`config.mk`:
```
export PLATFORM = sky130hd
export DESIGN_NAME = pte_group_search
export DESIGN_NICKNAME = d
export VERILOG_FILES = /design/src/rtl/pte_search_pkg.sv /design/src/rtl/pte_search_dp.sv /design/src/rtl/pte_search_ctrl.sv /design/src/rtl/pte_group_search.sv
export SDC_FILE = /design/constraint.sdc
export NUM_CORES = 1
export LEC_CHECK = 0
export BUFFER_PORTS_ARGS = -buffer_cell sky130_fd_sc_hd__buf_4
export CORE_AREA = 2 2 168 170
export DETAILED_ROUTE_END_ITERATION = 8
export DIE_AREA = 0 0 170 172
export PLACE_DENSITY_LB_ADDON = 0.1
export SLEW_MARGIN = 25
export SYNTH_ARGS = -nofsm -noshare
export SYNTH_HDL_FRONTEND = slang
export SYNTH_HIERARCHICAL = 1
export SYNTH_SLANG_ARGS = --single-unit
export TNS_END_PERCENT = 50
```
`constraint.sdc`:
```
create_clock -name clk -period 7.17 [get_ports clk]
set_clock_uncertainty 0.1 [all_clocks]
set_input_delay 0.717 -clock clk [delete_from_list [all_inputs] [get_ports clk]]
set_output_delay 0.717 -clock clk [all_outputs]
set_load 0.02 [all_outputs]
```
`src/rtl/pte_search_pkg.sv`:
```
package pte_search_pkg;

  localparam logic [1:0] RES_GRANT  = 2'b00;
  localparam logic [1:0] RES_BYPASS = 2'b01;
  localparam logic [1:0] RES_DENY   = 2'b10;
  localparam logic [1:0] RES_MISS   = 2'b11;

  localparam logic [1:0] KIND_LOAD  = 2'd0;
  localparam logic [1:0] KIND_STORE = 2'd1;
  localparam logic [1:0] KIND_FETCH = 2'd2;

  // strobes from control to datapath
  typedef struct packed {
    logic capture;
    logic skipDs;
    logic skipNx;
    logic wordSel;
    logic ldWord0;
    logic ldWord1;
    logic record;
    logic nextEntry;
    logic toSecondary;
  } ctlStrobes_t;

endpackage

```
`src/rtl/pte_search_dp.sv`:
```
module pte_search_dp
  import pte_search_pkg::*;
#(
  parameter int ADDR_W = 32,
  parameter int TAG_W = 24,
  parameter int GROUP_ENTRIES = 8
) (
  input  logic              clk,
  input  logic              rstN,
  input  ctlStrobes_t       ctl,
  input  logic [31:0]       segDesc,
  input  logic              userMode,
  input  logic [1:0]        accKind,
  input  logic              mode64,
  input  logic [ADDR_W-1:0] priBase,
  input  logic [ADDR_W-1:0] secBase,
  input  logic [TAG_W-1:0]  cmpTag,
  input  logic [63:0]       memData,
  output logic [ADDR_W-1:0] memAddr,
  output logic              rawDs,
  output logic              rawNxFetch,
  output logic              tagHit,
  output logic              lastEntry,
  output logic              onSecondary,
  output logic              granted,
  output logic [1:0]        resCode,
  output logic [63:0]       pteWord,
  output logic [2:0]        prot
);
  localparam int IDX_W = (GROUP_ENTRIES > 1) ? $clog2(GROUP_ENTRIES) : 1;
  localparam logic [IDX_W-1:0] LAST_IDX = IDX_W'(GROUP_ENTRIES - 1);

  logic [31:0]       segReg;
  logic              userReg, m64Reg;
  logic [1:0]        kindReg;
  logic [ADDR_W-1:0] priReg, secReg;
  logic [TAG_W-1:0]  tagReg;
  logic [IDX_W-1:0]  idx;
  logic              grpSec;
  logic [63:0]       word0, word1;

  assign rawDs      = segDesc[31];
  assign rawNxFetch = segDesc[28] && (accKind == KIND_FETCH);

  // address generation
  logic [ADDR_W-1:0] grpBase, entryOff, halfOff;
  always_comb begin
    grpBase  = grpSec ? secReg : priReg;
    entryOff = m64Reg ? (ADDR_W'(idx) << 4) : (ADDR_W'(idx) << 3);
    halfOff  = ctl.wordSel ? (m64Reg ? ADDR_W'(8) : ADDR_W'(4)) : '0;
    memAddr  = grpBase + entryOff + halfOff;
  end

  // first-word compare
  logic validBit;
  assign validBit    = m64Reg ? word0[63] : word0[31];
  assign tagHit      = validBit && (word0[0] == grpSec) && (word0[TAG_W:1] == tagReg);
  assign lastEntry   = (idx == LAST_IDX);
  assign onSecondary = grpSec;

  // rights derivation
  logic [2:0] ppVal;
  logic       keyBit, noExec, rdOk, wrOk;
  logic [2:0] rights;
  always_comb begin
    keyBit = (segReg[29] && userReg) || (segReg[30] && !userReg);
    ppVal  = {m64Reg && word1[63], word1[1:0]};
    noExec = segReg[28] || (m64Reg && (word1[2] || word1[3]));
    rdOk = 1'b0;
    wrOk = 1'b0;
    if (!keyBit) begin
      case (ppVal)
        3'd0, 3'd1, 3'd2: begin rdOk = 1'b1; wrOk = 1'b1; end
        3'd3, 3'd6:       rdOk = 1'b1;
        default: ;
      endcase
    end else begin
      case (ppVal)
        3'd2:       begin rdOk = 1'b1; wrOk = 1'b1; end
        3'd1, 3'd3: rdOk = 1'b1;
        default: ;
      endcase
    end
    rights = {!noExec, wrOk, rdOk};
    case (kindReg)
      KIND_FETCH: granted = rights[2];
      KIND_STORE: granted = rights[1];
      default:    granted = rights[0];
    endcase
  end

  always_ff @(posedge clk) begin
    if (!rstN) begin
      segReg <= '0; userReg <= 1'b0; kindReg <= '0; m64Reg <= 1'b0;
      priReg <= '0; secReg <= '0; tagReg <= '0;
      idx <= '0; grpSec <= 1'b0; word0 <= '0; word1 <= '0;
      resCode <= RES_MISS; pteWord <= '0; prot <= '0;
    end else begin
      if (ctl.capture) begin
        segReg <= segDesc; userReg <= userMode; kindReg <= accKind;
        m64Reg <= mode64; priReg <= priBase; secReg <= secBase;
        tagReg <= cmpTag; idx <= '0; grpSec <= 1'b0;
        pteWord <= '0; prot <= '0;
        resCode <= ctl.skipDs ? RES_BYPASS : (ctl.skipNx ? RES_DENY : RES_MISS);
      end
      if (ctl.ldWord0) word0 <= m64Reg ? memData : {32'b0, memData[31:0]};
      if (ctl.ldWord1) word1 <= m64Reg ? memData : {32'b0, memData[31:0]};
      if (ctl.nextEntry) idx <= idx + 1'b1;
      if (ctl.toSecondary) begin
        grpSec <= 1'b1;
        idx    <= '0;
      end
      if (ctl.record) begin
        resCode <= granted ? RES_GRANT : RES_DENY;
        pteWord <= word1;
        prot    <= rights;
      end
    end
  end

  // a grant result always carries the right its access kind needs
  assert_grant_right_R9: assert property (@(posedge clk) disable iff (!rstN)
    (resCode == RES_GRANT) |->
      ((kindReg == KIND_FETCH) ? prot[2] : (kindReg == KIND_STORE) ? prot[1] : prot[0]));

  // no-match leaves empty outputs
  assert_miss_empty_R12: assert property (@(posedge clk) disable iff (!rstN)
    (resCode == RES_MISS) |-> (pteWord == '0 && prot == '0));

  // 32-bit results never carry upper bits
  assert_word32_R3: assert property (@(posedge clk) disable iff (!rstN)
    !m64Reg |-> (pteWord[63:32] == '0));

  // the search only returns to the primary group on a new request
  assert_group_order_R5: assert property (@(posedge clk) disable iff (!rstN)
    $fell(grpSec) |-> $past(ctl.capture));

endmodule

```
`src/rtl/pte_search_ctrl.sv`:
```
module pte_search_ctrl
  import pte_search_pkg::*;
(
  input  logic        clk,
  input  logic        rstN,
  input  logic        start,
  input  logic        rawDs,
  input  logic        rawNxFetch,
  input  logic        memValid,
  input  logic        tagHit,
  input  logic        lastEntry,
  input  logic        onSecondary,
  input  logic        granted,
  output ctlStrobes_t ctl,
  output logic        memReq,
  output logic        done
);
  typedef enum logic [2:0] {S_IDLE, S_WORD0, S_TAG, S_WORD1, S_RIGHTS} state_t;
  state_t state, nxt;
  logic finish;

  always_comb begin
    ctl    = '0;
    nxt    = state;
    finish = 1'b0;
    case (state)
      S_IDLE: if (start) begin
        ctl.capture = 1'b1;
        if (rawDs) begin
          ctl.skipDs = 1'b1;
          finish = 1'b1;
        end else if (rawNxFetch) begin
          ctl.skipNx = 1'b1;
          finish = 1'b1;
        end else begin
          nxt = S_WORD0;
        end
      end
      S_WORD0: if (memValid) begin
        ctl.ldWord0 = 1'b1;
        nxt = S_TAG;
      end
      S_TAG: begin
        if (tagHit) begin
          nxt = S_WORD1;
        end else if (!lastEntry) begin
          ctl.nextEntry = 1'b1;
          nxt = S_WORD0;
        end else if (!onSecondary) begin
          ctl.toSecondary = 1'b1;
          nxt = S_WORD0;
        end else begin
          finish = 1'b1;
        end
      end
      S_WORD1: begin
        ctl.wordSel = 1'b1;
        if (memValid) begin
          ctl.ldWord1 = 1'b1;
          nxt = S_RIGHTS;
        end
      end
      S_RIGHTS: begin
        ctl.record = 1'b1;
        if (granted || onSecondary) begin
          finish = 1'b1;
        end else begin
          ctl.toSecondary = 1'b1;
          nxt = S_WORD0;
        end
      end
      default: nxt = S_IDLE;
    endcase
    if (finish) nxt = S_IDLE;
  end

  assign memReq = (state == S_WORD0) || (state == S_WORD1);

  always_ff @(posedge clk) begin
    if (!rstN) begin
      state <= S_IDLE;
      done  <= 1'b0;
    end else begin
      state <= nxt;
      done  <= finish;
    end
  end

  assert_done_pulse_R1: assert property (@(posedge clk) disable iff (!rstN)
    done |=> !done);

  assert_req_hold_R2: assert property (@(posedge clk) disable iff (!rstN)
    (memReq && !memValid) |=> memReq);

  assert_no_lookup_R10: assert property (@(posedge clk) disable iff (!rstN)
    (state == S_IDLE && start && (rawDs || rawNxFetch)) |=> (done && !memReq));

endmodule

```
`src/rtl/pte_group_search.sv`:
```
module pte_group_search
  import pte_search_pkg::*;
#(
  parameter int ADDR_W = 32,
  parameter int TAG_W = 24,
  parameter int GROUP_ENTRIES = 8
) (
  input  logic              clk,
  input  logic              rstN,
  input  logic              start,
  input  logic [31:0]       segDesc,
  input  logic              userMode,
  input  logic [1:0]        accKind,
  input  logic              mode64,
  input  logic [ADDR_W-1:0] priBase,
  input  logic [ADDR_W-1:0] secBase,
  input  logic [TAG_W-1:0]  cmpTag,
  output logic              memReq,
  output logic [ADDR_W-1:0] memAddr,
  input  logic              memValid,
  input  logic [63:0]       memData,
  output logic              done,
  output logic [1:0]        resCode,
  output logic [63:0]       pteWord,
  output logic [2:0]        prot
);
  ctlStrobes_t ctl;
  logic rawDs, rawNxFetch, tagHit, lastEntry, onSecondary, granted;

  pte_search_ctrl u_ctrl (
    .clk(clk), .rstN(rstN), .start(start),
    .rawDs(rawDs), .rawNxFetch(rawNxFetch), .memValid(memValid),
    .tagHit(tagHit), .lastEntry(lastEntry), .onSecondary(onSecondary),
    .granted(granted), .ctl(ctl), .memReq(memReq), .done(done)
  );

  pte_search_dp #(.ADDR_W(ADDR_W), .TAG_W(TAG_W), .GROUP_ENTRIES(GROUP_ENTRIES)) u_dp (
    .clk(clk), .rstN(rstN), .ctl(ctl),
    .segDesc(segDesc), .userMode(userMode), .accKind(accKind), .mode64(mode64),
    .priBase(priBase), .secBase(secBase), .cmpTag(cmpTag), .memData(memData),
    .memAddr(memAddr), .rawDs(rawDs), .rawNxFetch(rawNxFetch), .tagHit(tagHit),
    .lastEntry(lastEntry), .onSecondary(onSecondary), .granted(granted),
    .resCode(resCode), .pteWord(pteWord), .prot(prot)
  );

  // address held while a request waits
  assert_addr_stable_R2: assert property (@(posedge clk) disable iff (!rstN)
    (memReq && !memValid) |=> $stable(memAddr));

endmodule

```
==> results.rst, run 1 <==
.. list-table::
   :header-rows: 1

   * - Metric
     - Value
   * - Vert. Die Dim
     - 172 um
   * - Arrival time worst endpoint
     - 4.29 ns
   * - Placed wire-length estimate
     - 19.5 mm
   * - Max cap viols
     - 0
   * - EDFF count, synth
     - 0
   * - Die footprint
     - between 20000 and 30000 um2
   * - Fmax
     - 196 MHz
   * - Worst-margin pin slew
     - 1.02 ns
   * - Syn-to-layout area delta
     - 25.8%
   * - Static leakage power
     - 6.11 nW
   * - Clock Tree Buf Depth
     - 3
   * - First-pass GRT wire length
     - 46.0 mm
   * - Post-Place Cells
     - 1769
   * - Endpoint required time on the critical path
     - 6.35 ns
   * - Ys async rst share
     - 0
   * - Clock transition at path regs
     - ~0.06 ns
   * - Net switching power figure
     - 0.784 mW
   * - Final period util
     - 0.712
   * - Cells after synthesis
     - 1235
   * - Buffers plus inverters on the worst setup path
     - 3
   * - Standard cell core area
     - 27500 um2
   * - Die width
     - 170 um
   * - Gr busiest metal
     - met2
   * - Delay of the slowest cell on the worst path
     - 0.51 ns
   * - Min Clock Period, post-route
     - just over 5 ns
   * - Port Buffer Count
     - 266
   * - Unrepaired setup endpoints after global routing
     - no
   * - DRC violation count after routing
     - 0
   * - Fillers
     - between 2000 and 3000
   * - Area of the multi-input gates
     - 6520 um2
   * - Mapped Nets
     - 1442
   * - First drt pass iteration count
     - 4
   * - Share of post-route cells with drive strength above 1
     - 0.243
   * - Number of vias in the routed layout
     - 9069
   * - Count of unique library cells instantiated by Yosys
     - around 60
   * - Post-Synthesis Mean Instance Area
     - approximately 9.9 um2
   * - Overall track demand over capacity in global routing
     - 0.193
   * - Seq cells post-synth
     - 263
   * - Gate family responsible for the most delay along the worst path
     - simple AND/OR/NAND/NOR gates
   * - Number of buffers added by the clock tree synthesis step
     - 31
   * - Proportion of netlist area held by the largest area contributor
     - 0.432
   * - Starting utilization of the core area
     - 0.444
   * - Most instantiated cells after synthesis
     - sky130_fd_sc_hd__nor2b_1 (285), sky130_fd_sc_hd__dfxtp_1 (263), sky130_fd_sc_hd__mux2i_1 (179)
   * - Worst slew margin
     - 0.319
   * - Proportion of synthesized chip area in sequential cells
     - 0.432
   * - Share of power burned in combinational logic
     - 0.098
   * - Final hold violation count
     - 0
   * - Sequential share of power
     - 0.453
   * - Met3 global-route usage
     - 0.0568
   * - Cells traversed along the worst timing path
     - and2b_2 > and2_1 > nand2_1 > fa_1 > inv_1 > ha_1 > inv_1 > fa_1 > nand2b_1 > a21oi_1 > o211ai_4 > nor4b_4 > xnor2_1 > buf_4
   * - Root Buffer Master
     - sky130_fd_sc_hd__clkbuf_16
   * - Total of warnings raised by yosys
     - 6
   * - Total global routing overflow
     - 0
   * - Number of clock sinks
     - 263
   * - Worst-case vdd ir drop
     - between 100 and 150 uV
   * - Via count of the first global-routing pass
     - a little under 9000
   * - Total detailed-routing wirelength
     - 29.5 mm
   * - Clock network fraction of total power
     - 0.449
   * - Maximum number of pins on one net before global-route repair
     - 136
   * - Final cell count without fillers
     - between 1500 and 2000
   * - Global Route met2 Usage
     - 0.320
   * - Worst-path cell with the longest stage delay
     - sky130_fd_sc_hd__dfxtp_1
   * - Avg WL per Cell
     - around 16 um
   * - Critical Path Source Type
     - flop
   * - Detailed router's first-iteration violation count
     - roughly 390
   * - Final Max Tran Viols
     - 0
   * - Dominant synthesized flop cell
     - sky130_fd_sc_hd__dfxtp_1
   * - Final TNS setup
     - 0 ns
   * - Cts repair resizes
     - 0
   * - Row count
     - 61
   * - Setup repair bufs after CTS
     - 0
   * - Number of diodes added for antenna fixing
     - 0
   * - Design internal power
     - 2.62 mW
   * - Power per cell area
     - 222 nW/um2
   * - Share of total power consumed by net switching
     - 0.230
   * - Class of the tightest hold or removal check
     - in -> reg
   * - Hold_buf cts
     - 0
   * - Number of vias per cell
     - 4.97
   * - I/O pin count
     - 295
   * - H-tree lvl count
     - 1
   * - Number of antenna violations at the first check in global routing
     - 0
   * - Netlist Area Pre-Place
     - 12200 um2
   * - Clock latency reported for the late side of the worst-skew pair
     - 0.55 ns
   * - Global routing usage on met1
     - 0.253
   * - Cell types with the largest area share after synthesis
     - sky130_fd_sc_hd__dfxtp_1 (43%), sky130_fd_sc_hd__mux2i_1 (15%), sky130_fd_sc_hd__nor2b_1 (15%)
   * - Max FO, Critical Path
     - 10
   * - Outcome
     - completed
   * - Class of the most critical setup path
     - reg -> out
   * - Post-detailed-route count of antenna-violating nets
     - 0
   * - Most area-hungry cell type in the Yosys netlist
     - sky130_fd_sc_hd__dfxtp_1
   * - Post-layout net count
     - 1663
   * - TritonCTS clock tree
     - yes
   * - CP Capture Type
     - output pin
   * - Placer's final routability congestion estimate
     - slightly below 0.8
   * - Final Setup Violations
     - 0
   * - Most repeated cell in the gate-level netlist after synthesis
     - sky130_fd_sc_hd__nor2b_1
   * - Area used by sequential logic in the layout
     - 5270 um2
## flip-flops by register name, summed over array words and instances, names as in the netlist
| signal | count |
|---|---|
| u_dp/pteWord | 64 |
| u_dp/word1 | 64 |
| u_dp/priReg | 32 |
| u_dp/secReg | 32 |
| u_dp/word0 | 27 |
| u_dp/tagReg | 24 |
| u_ctrl/state | 3 |
| u_dp/idx | 3 |
| u_dp/prot | 3 |
| u_dp/segReg | 3 |
| u_dp/kindReg | 2 |
| u_dp/resCode | 2 |
| u_ctrl/done | 1 |
| u_dp/m64Reg | 1 |
| u_dp/onSecondary | 1 |
| u_dp/userReg | 1 |
## worst reg2reg max path, cell delays in order (launching register included)
cell	delay, ns
sky130_fd_sc_hd__dfxtp_2	0.59
sky130_fd_sc_hd__buf_4	0.61
sky130_fd_sc_hd__xor2_1	0.18
sky130_fd_sc_hd__nor4_1	0.18
sky130_fd_sc_hd__nand3_1	0.12
sky130_fd_sc_hd__nor4_2	0.62
sky130_fd_sc_hd__nor3b_1	0.14
sky130_fd_sc_hd__a21oi_1	0.17
sky130_fd_sc_hd__nor3_1	0.07
sky130_fd_sc_hd__nand2b_1	0.22
sky130_fd_sc_hd__nor2_1	0.13
## routing by layer
| layer | vias to the layer above | routed length, um |
|---|---|---|
| met4 | 0 | 312 |
| li1 | 4628 | - |
| met1 | 4213 | 13500 |
| met5 | - | 0 |
| met3 | 28 | 2210 |
| met2 | 200 | 13400 |
## final cells by class
class / count / share of cell area
Tap cell: 346 / 0.0282
Clock inverter: 5 / 0.00367
Inverter: 11 / 0.00277
Timing Repair Buffer: 275 / 0.135
Clock buffer: 50 / 0.0624
Sequential cell: 263 / 0.343
Multi-Input combinational cell: 874 / 0.425
## metrics by stage
stage               setup WS, ns  hold WS [ns]  power, mW   util  area (um2)
detailed placement          2.60         0.376       1.91  0.521       14300
finish                      2.07         0.322       3.41  0.558       15300
floorplan                   2.72         0.357       1.77      -       12200
global placement            2.65         0.372       1.91  0.521       14300
CTS                         2.02         0.297       3.46  0.558       15300
global route                1.75         0.314       3.55  0.558       15300
## kinds of logic after synthesis
kind of cell    share of synthesized area
fa+ha+maj                          0.0166
flops                               0.432
mux                                 0.157
compound gates                     0.0698
simple gates                        0.252
buf+inv                            0.0350
xor+xnor                           0.0381
## final timing paths
path	from	end	slack, ns	cells past startpoint
max	u_ctrl/state[2]$_SDFFE_PP0P_	memAddr[29]	2.07	14
min	memData[52]	u_dp/word1[52]$_SDFFE_PN0P_	0.32	3
max reg2reg	u_dp/onSecondary$_SDFFE_PN0P_	u_dp/idx[0]$_SDFFE_PP0P_	3.97	10
min reg2reg	u_dp/word0[63]$_SDFFE_PN0P_	u_dp/word0[63]$_SDFFE_PN0P_	0.38	2
## power groups by stage
stage	clock [mW]	sequential, mW	combinational [mW]
floorplan	0	1.56	0.210
finish	1.53	1.54	0.336
global route	1.63	1.55	0.368
CTS	1.58	1.54	0.342
detailed placement	0	1.57	0.340
global placement	0	1.57	0.336
## layout by cell type, fill, tap and decap left out, drive strengths merged, types with 3 or more instances in the layout
cell type,Yosys,layout
nand4b,4,4
ha,13,13
nor4,8,8
o21a,5,5
buf,29,275
xnor2,29,29
a22oi,3,3
a21oi,108,108
nor3,9,9
mux2,11,11
nand2b,9,9
clkbuf,58,50
inv,11,11
nand2,24,24
dfxtp,263,263
o21ai,5,5
nor3b,75,75
nand3,14,14
nor2b,285,285
clkinv,0,3
and2,7,7
xor2,24,24
o211ai,6,6
mux2i,179,179
nor4b,3,3
nor2,19,19
nand4,7,7
(Power assumes the default switching activity.)
==> run 2: changes to the inputs <==
--- a/config.mk
+++ b/config.mk
@@ -5,10 +5,11 @@
 export SDC_FILE = /design/constraint.sdc
 export NUM_CORES = 1
 export LEC_CHECK = 0
+export ABC_AREA = 1
 export BUFFER_PORTS_ARGS = -buffer_cell sky130_fd_sc_hd__buf_4
-export CORE_AREA = 2 2 168 170
+export CORE_AREA = 2 2 163 165
 export DETAILED_ROUTE_END_ITERATION = 8
-export DIE_AREA = 0 0 170 172
+export DIE_AREA = 0 0 165 167
 export PLACE_DENSITY_LB_ADDON = 0.1
 export SLEW_MARGIN = 25
 export SYNTH_ARGS = -nofsm -noshare
==> constraint.sdc (replaced) <==
create_clock -name clk -period 4.6 [get_ports clk]
set_clock_uncertainty 0.1 [all_clocks]
set_input_delay 0.46 -clock clk [delete_from_list [all_inputs] [get_ports clk]]
set_output_delay 0.46 -clock clk [all_outputs]
set_load 0.02 [all_outputs]
==> results.rst, run 2 <==
.. list-table::
   :header-rows: 1

   * - Metric
     - Value
   * - Multiplexer area fraction after synthesis
     - 0.000876
   * - Avg WL per Cell
     - between 10 and 15 um
   * - Fmax
     - approximately 240 MHz
   * - Seq cells post-synth
     - between 200 and 300
   * - Ys async rst share
     - 0
   * - Final period util
     - 0.897
   * - Pre-CTS setup slack
     - slightly above 1 ns
   * - Most area-hungry cell type in the Yosys netlist
     - sky130_fd_sc_hd__dfxtp_1
   * - Setup repair bufs after CTS
     - 0
   * - Buffers plus inverters on the worst setup path
     - 6
   * - Xor/xnor share of the synthesized area
     - 0.0238
   * - Number of buffers added by the clock tree synthesis step
     - 29
   * - Clock transition at path regs
     - 0.06 ns
   * - Standard cell core area
     - 25800 um2
   * - First drt pass iteration count
     - 5
   * - Overall track demand over capacity in global routing
     - 0.227
   * - Cell types with the largest area share after synthesis
     - sky130_fd_sc_hd__dfxtp_1 (46%), sky130_fd_sc_hd__nand2_1 (12%), sky130_fd_sc_hd__nor2_1 (9.9%)
   * - Number of clock sinks
     - 263
   * - Endpoint required time on the critical path
     - 4.04 ns
   * - Total detailed-routing wirelength
     - 32.5 mm
   * - Outcome
     - completed
   * - Hold_buf cts
     - 0
   * - Total global routing overflow
     - 0
   * - Min Clock Period, post-route
     - 4.13 ns
   * - Biggest regs
     - u_dp/pteWord x64, u_dp/word1 x64
   * - Power per cell area
     - 461 nW/um2
   * - Max cap viols
     - 0
   * - Arrival time worst endpoint
     - 3.57 ns
   * - Mapped Nets
     - 1810
   * - Placed wire-length estimate
     - 22.2 mm
   * - Post-Synthesis Mean Instance Area
     - ~7 um2
   * - Count of unique library cells instantiated by Yosys
     - 41
   * - Vert. Die Dim
     - about 170 um
   * - Most repeated cell in the gate-level netlist after synthesis
     - sky130_fd_sc_hd__nand2_1
   * - Worst slew margin
     - 0.427
   * - Cells traversed along the worst timing path
     - inv_1 > nand2_1 > inv_1 > nand2_1 > inv_1 > nand2_1 > fa_1 > inv_1 > ha_1 > inv_1 > fa_1 > nand3b_1 > nand2_1 > nand2_2 > a21oi_1 > nand2_1 > nand2_1 > nand2_1 > buf_4
   * - Worst-margin pin slew
     - 0.858 ns
   * - Routed length on met1
     - 14.4 mm
   * - Row count
     - 59
   * - Post-Route Hold Slack
     - around 0.031 ns
   * - Highest layer used for signal routing
     - met4
   * - Total power of the final layout
     - roughly 6.7 mW
   * - Post-detailed-route count of antenna-violating nets
     - 0
   * - EDFF count, synth
     - 0
   * - Proportion of netlist area held by the largest area contributor
     - 0.461
   * - TritonCTS clock tree
     - yes
   * - DRC violation count after routing
     - 0
   * - Number of vias in the routed layout
     - 10765
   * - Class of the most critical setup path
     - reg -> out
   * - Netlist Area Pre-Place
     - 11400 um2
   * - Proportion of synthesized chip area in sequential cells
     - 0.461
   * - Final TNS setup
     - 0 ns
   * - Port Buffer Count
     - 266
   * - Max FO, Critical Path
     - 4
   * - Final Setup Violations
     - 0
   * - H-tree lvl count
     - 1
   * - Most instantiated cells after synthesis
     - sky130_fd_sc_hd__nand2_1 (369), sky130_fd_sc_hd__nor2_1 (300), sky130_fd_sc_hd__dfxtp_1 (263)
   * - Maximum number of pins on one net before global-route repair
     - between 100 and 150
   * - Starting utilization of the core area
     - 0.444
   * - Area share of fa/ha/maj cells after synthesis
     - 0.0177
   * - Final Max Tran Viols
     - 0
   * - Clock Tree Buf Depth
     - 3
   * - Worst-path cell with the longest stage delay
     - sky130_fd_sc_hd__fa_1
   * - Simple logic cell fraction of the synthesized area
     - 0.292
   * - Final hold violation count
     - 0
   * - Utilization of the core after routing
     - 0.563
   * - Die footprint
     - 27600 um2
   * - Cells after synthesis
     - around 1600
   * - Most frequent standard cell in the layout excluding fill and tap cells
     - sky130_fd_sc_hd__nand2_1
   * - Library cell appearing most often on the critical path
     - sky130_fd_sc_hd__nand2_1
   * - Cts repair resizes
     - 0
   * - Dominant combinational cell family by area after synthesis
     - simple AND/OR/NAND/NOR gates
   * - Number of antenna violations at the first check in global routing
     - 1
   * - Syn-to-layout area delta
     - 26.9%
   * - WL met3
     - between 2 and 2.5 mm
   * - Worst-case vdd ir drop
     - 303 uV
   * - Unrepaired setup endpoints after global routing
     - no
   * - Clock latency reported for the late side of the worst-skew pair
     - 0.55 ns
   * - Dominant synthesized flop cell
     - sky130_fd_sc_hd__dfxtp_1
   * - Post-layout net count
     - 2025
   * - Synthesized-area fraction occupied by ao, oa, aoi and oai cells
     - 0.141
   * - Class of the tightest hold or removal check
     - in -> reg
   * - Crit path setup slack, layout
     - 0.474 ns
   * - Share of post-route cells with drive strength above 1
     - 0.215
   * - I/O pin count
     - approximately 300
   * - Delay of the slowest cell on the worst path
     - roughly 0.40 ns
   * - Root Buffer Master
     - sky130_fd_sc_hd__clkbuf_16
   * - Detailed router's first-iteration violation count
     - 757
   * - Via count of the first global-routing pass
     - approximately 10000
   * - Critical Path Source Type
     - flop
   * - Total length of routed met2 wires
     - 15.1 mm
   * - Static leakage power
     - about 6.4 nW
   * - Placer's final routability congestion estimate
     - 0.883
   * - Number of vias per cell
     - 4.95
   * - Total of warnings raised by yosys
     - 6
   * - First-pass GRT wire length
     - 50.9 mm
   * - Gate family responsible for the most delay along the worst path
     - adder cells
   * - Die width
     - approximately 170 um
   * - CP Capture Type
     - output pin
   * - Commonest cells after routing, fill and taps aside
     - sky130_fd_sc_hd__nand2_1 (369), sky130_fd_sc_hd__nor2_1 (299), sky130_fd_sc_hd__buf_4 (277)
run 2: cell count changes after synthesis, sizes merged, moves of 67 or more:
cell,change
nand2,+378
inv,+67
nor2,+302
nor3b,-75
mux2i,-178
nor2b,-285
o21ai,+164
run 2: logic make-up (layout without fill, tap and decap cells):
logic type	after synthesis	after routing
AOI/OAI and AO/OA	314	314
xor gates and xnor gates	31	31
buffers and inverters	175	412
muxes	1	1
and+or+nand+nor	804	804
other	0	1
DFF	263	263
adders and majority gates	15	15
run 2: cell type report:
class	instances	area [um2]
Antenna cell	1	2.50
Inverter	80	308
Clock buffer	49	881
Fill cell	2526	11300
Tap cell	335	419
Timing Repair Buffer	279	2120
Sequential cell	263	5270
Multi-Input combinational cell	1165	5450
Clock inverter	4	60.1
run 2: path summary, 6_finish.rpt:
kind                            depth (start not counted)                            end  slack [ns]                    startpoint
worst min register to register                          2  u_dp/pteWord[12]$_SDFFE_PN0P_        0.35   u_dp/word1[12]$_SDFFE_PN0P_
worst max-delay path                                   19                    memAddr[27]        0.47  u_ctrl/state[2]$_SDFFE_PP0P_
worst min-delay path                                    3    u_dp/word1[29]$_SDFFE_PN0P_        0.03                   memData[29]
worst max register to register                         11   u_ctrl/state[0]$_SDFFE_PP0P_        2.02      u_dp/m64Reg$_SDFFE_PN0P_
run 2: where the power goes:
| part | internal, mW | switching [mW] |
|---|---|---|
| sequential | 2.57 | 0.163 |
| clock | 1.35 | 0.918 |
| combinational | 0.601 | 1.08 |
| total | 4.53 | 2.16 |
run 2: through the flow:
stage	cells	area [um2]
after floorplan	1603	11400
after global placement	2121	13500
after detailed placement	2121	13500
after CTS	2174	14500
after global routing	2175	14500
final	2176	14500
run 2: routing by layer:
| metal | global-route usage | up-vias |
|---|---|---|
| met3 | 0.0560 | 35 |
| li1 | - | 5548 |
| met4 | 0.0408 | 0 |
| met1 | 0.306 | 4902 |
| met5 | 0 | - |
| met2 | 0.371 | 280 |
run 2: worst reg2reg max path, stage by stage (launching register included):
cell and delay (ns):
sky130_fd_sc_hd__dfxtp_1 0.43, sky130_fd_sc_hd__buf_4 0.41, sky130_fd_sc_hd__o21ai_0 0.20, sky130_fd_sc_hd__nor3_1 0.26, sky130_fd_sc_hd__nand3_1 0.11, sky130_fd_sc_hd__nor2_1 0.33
sky130_fd_sc_hd__inv_1 0.11, sky130_fd_sc_hd__nand3_1 0.10, sky130_fd_sc_hd__nor2_2 0.06, sky130_fd_sc_hd__nor2_4 0.14, sky130_fd_sc_hd__nand3_2 0.12, sky130_fd_sc_hd__a21oi_1 0.15
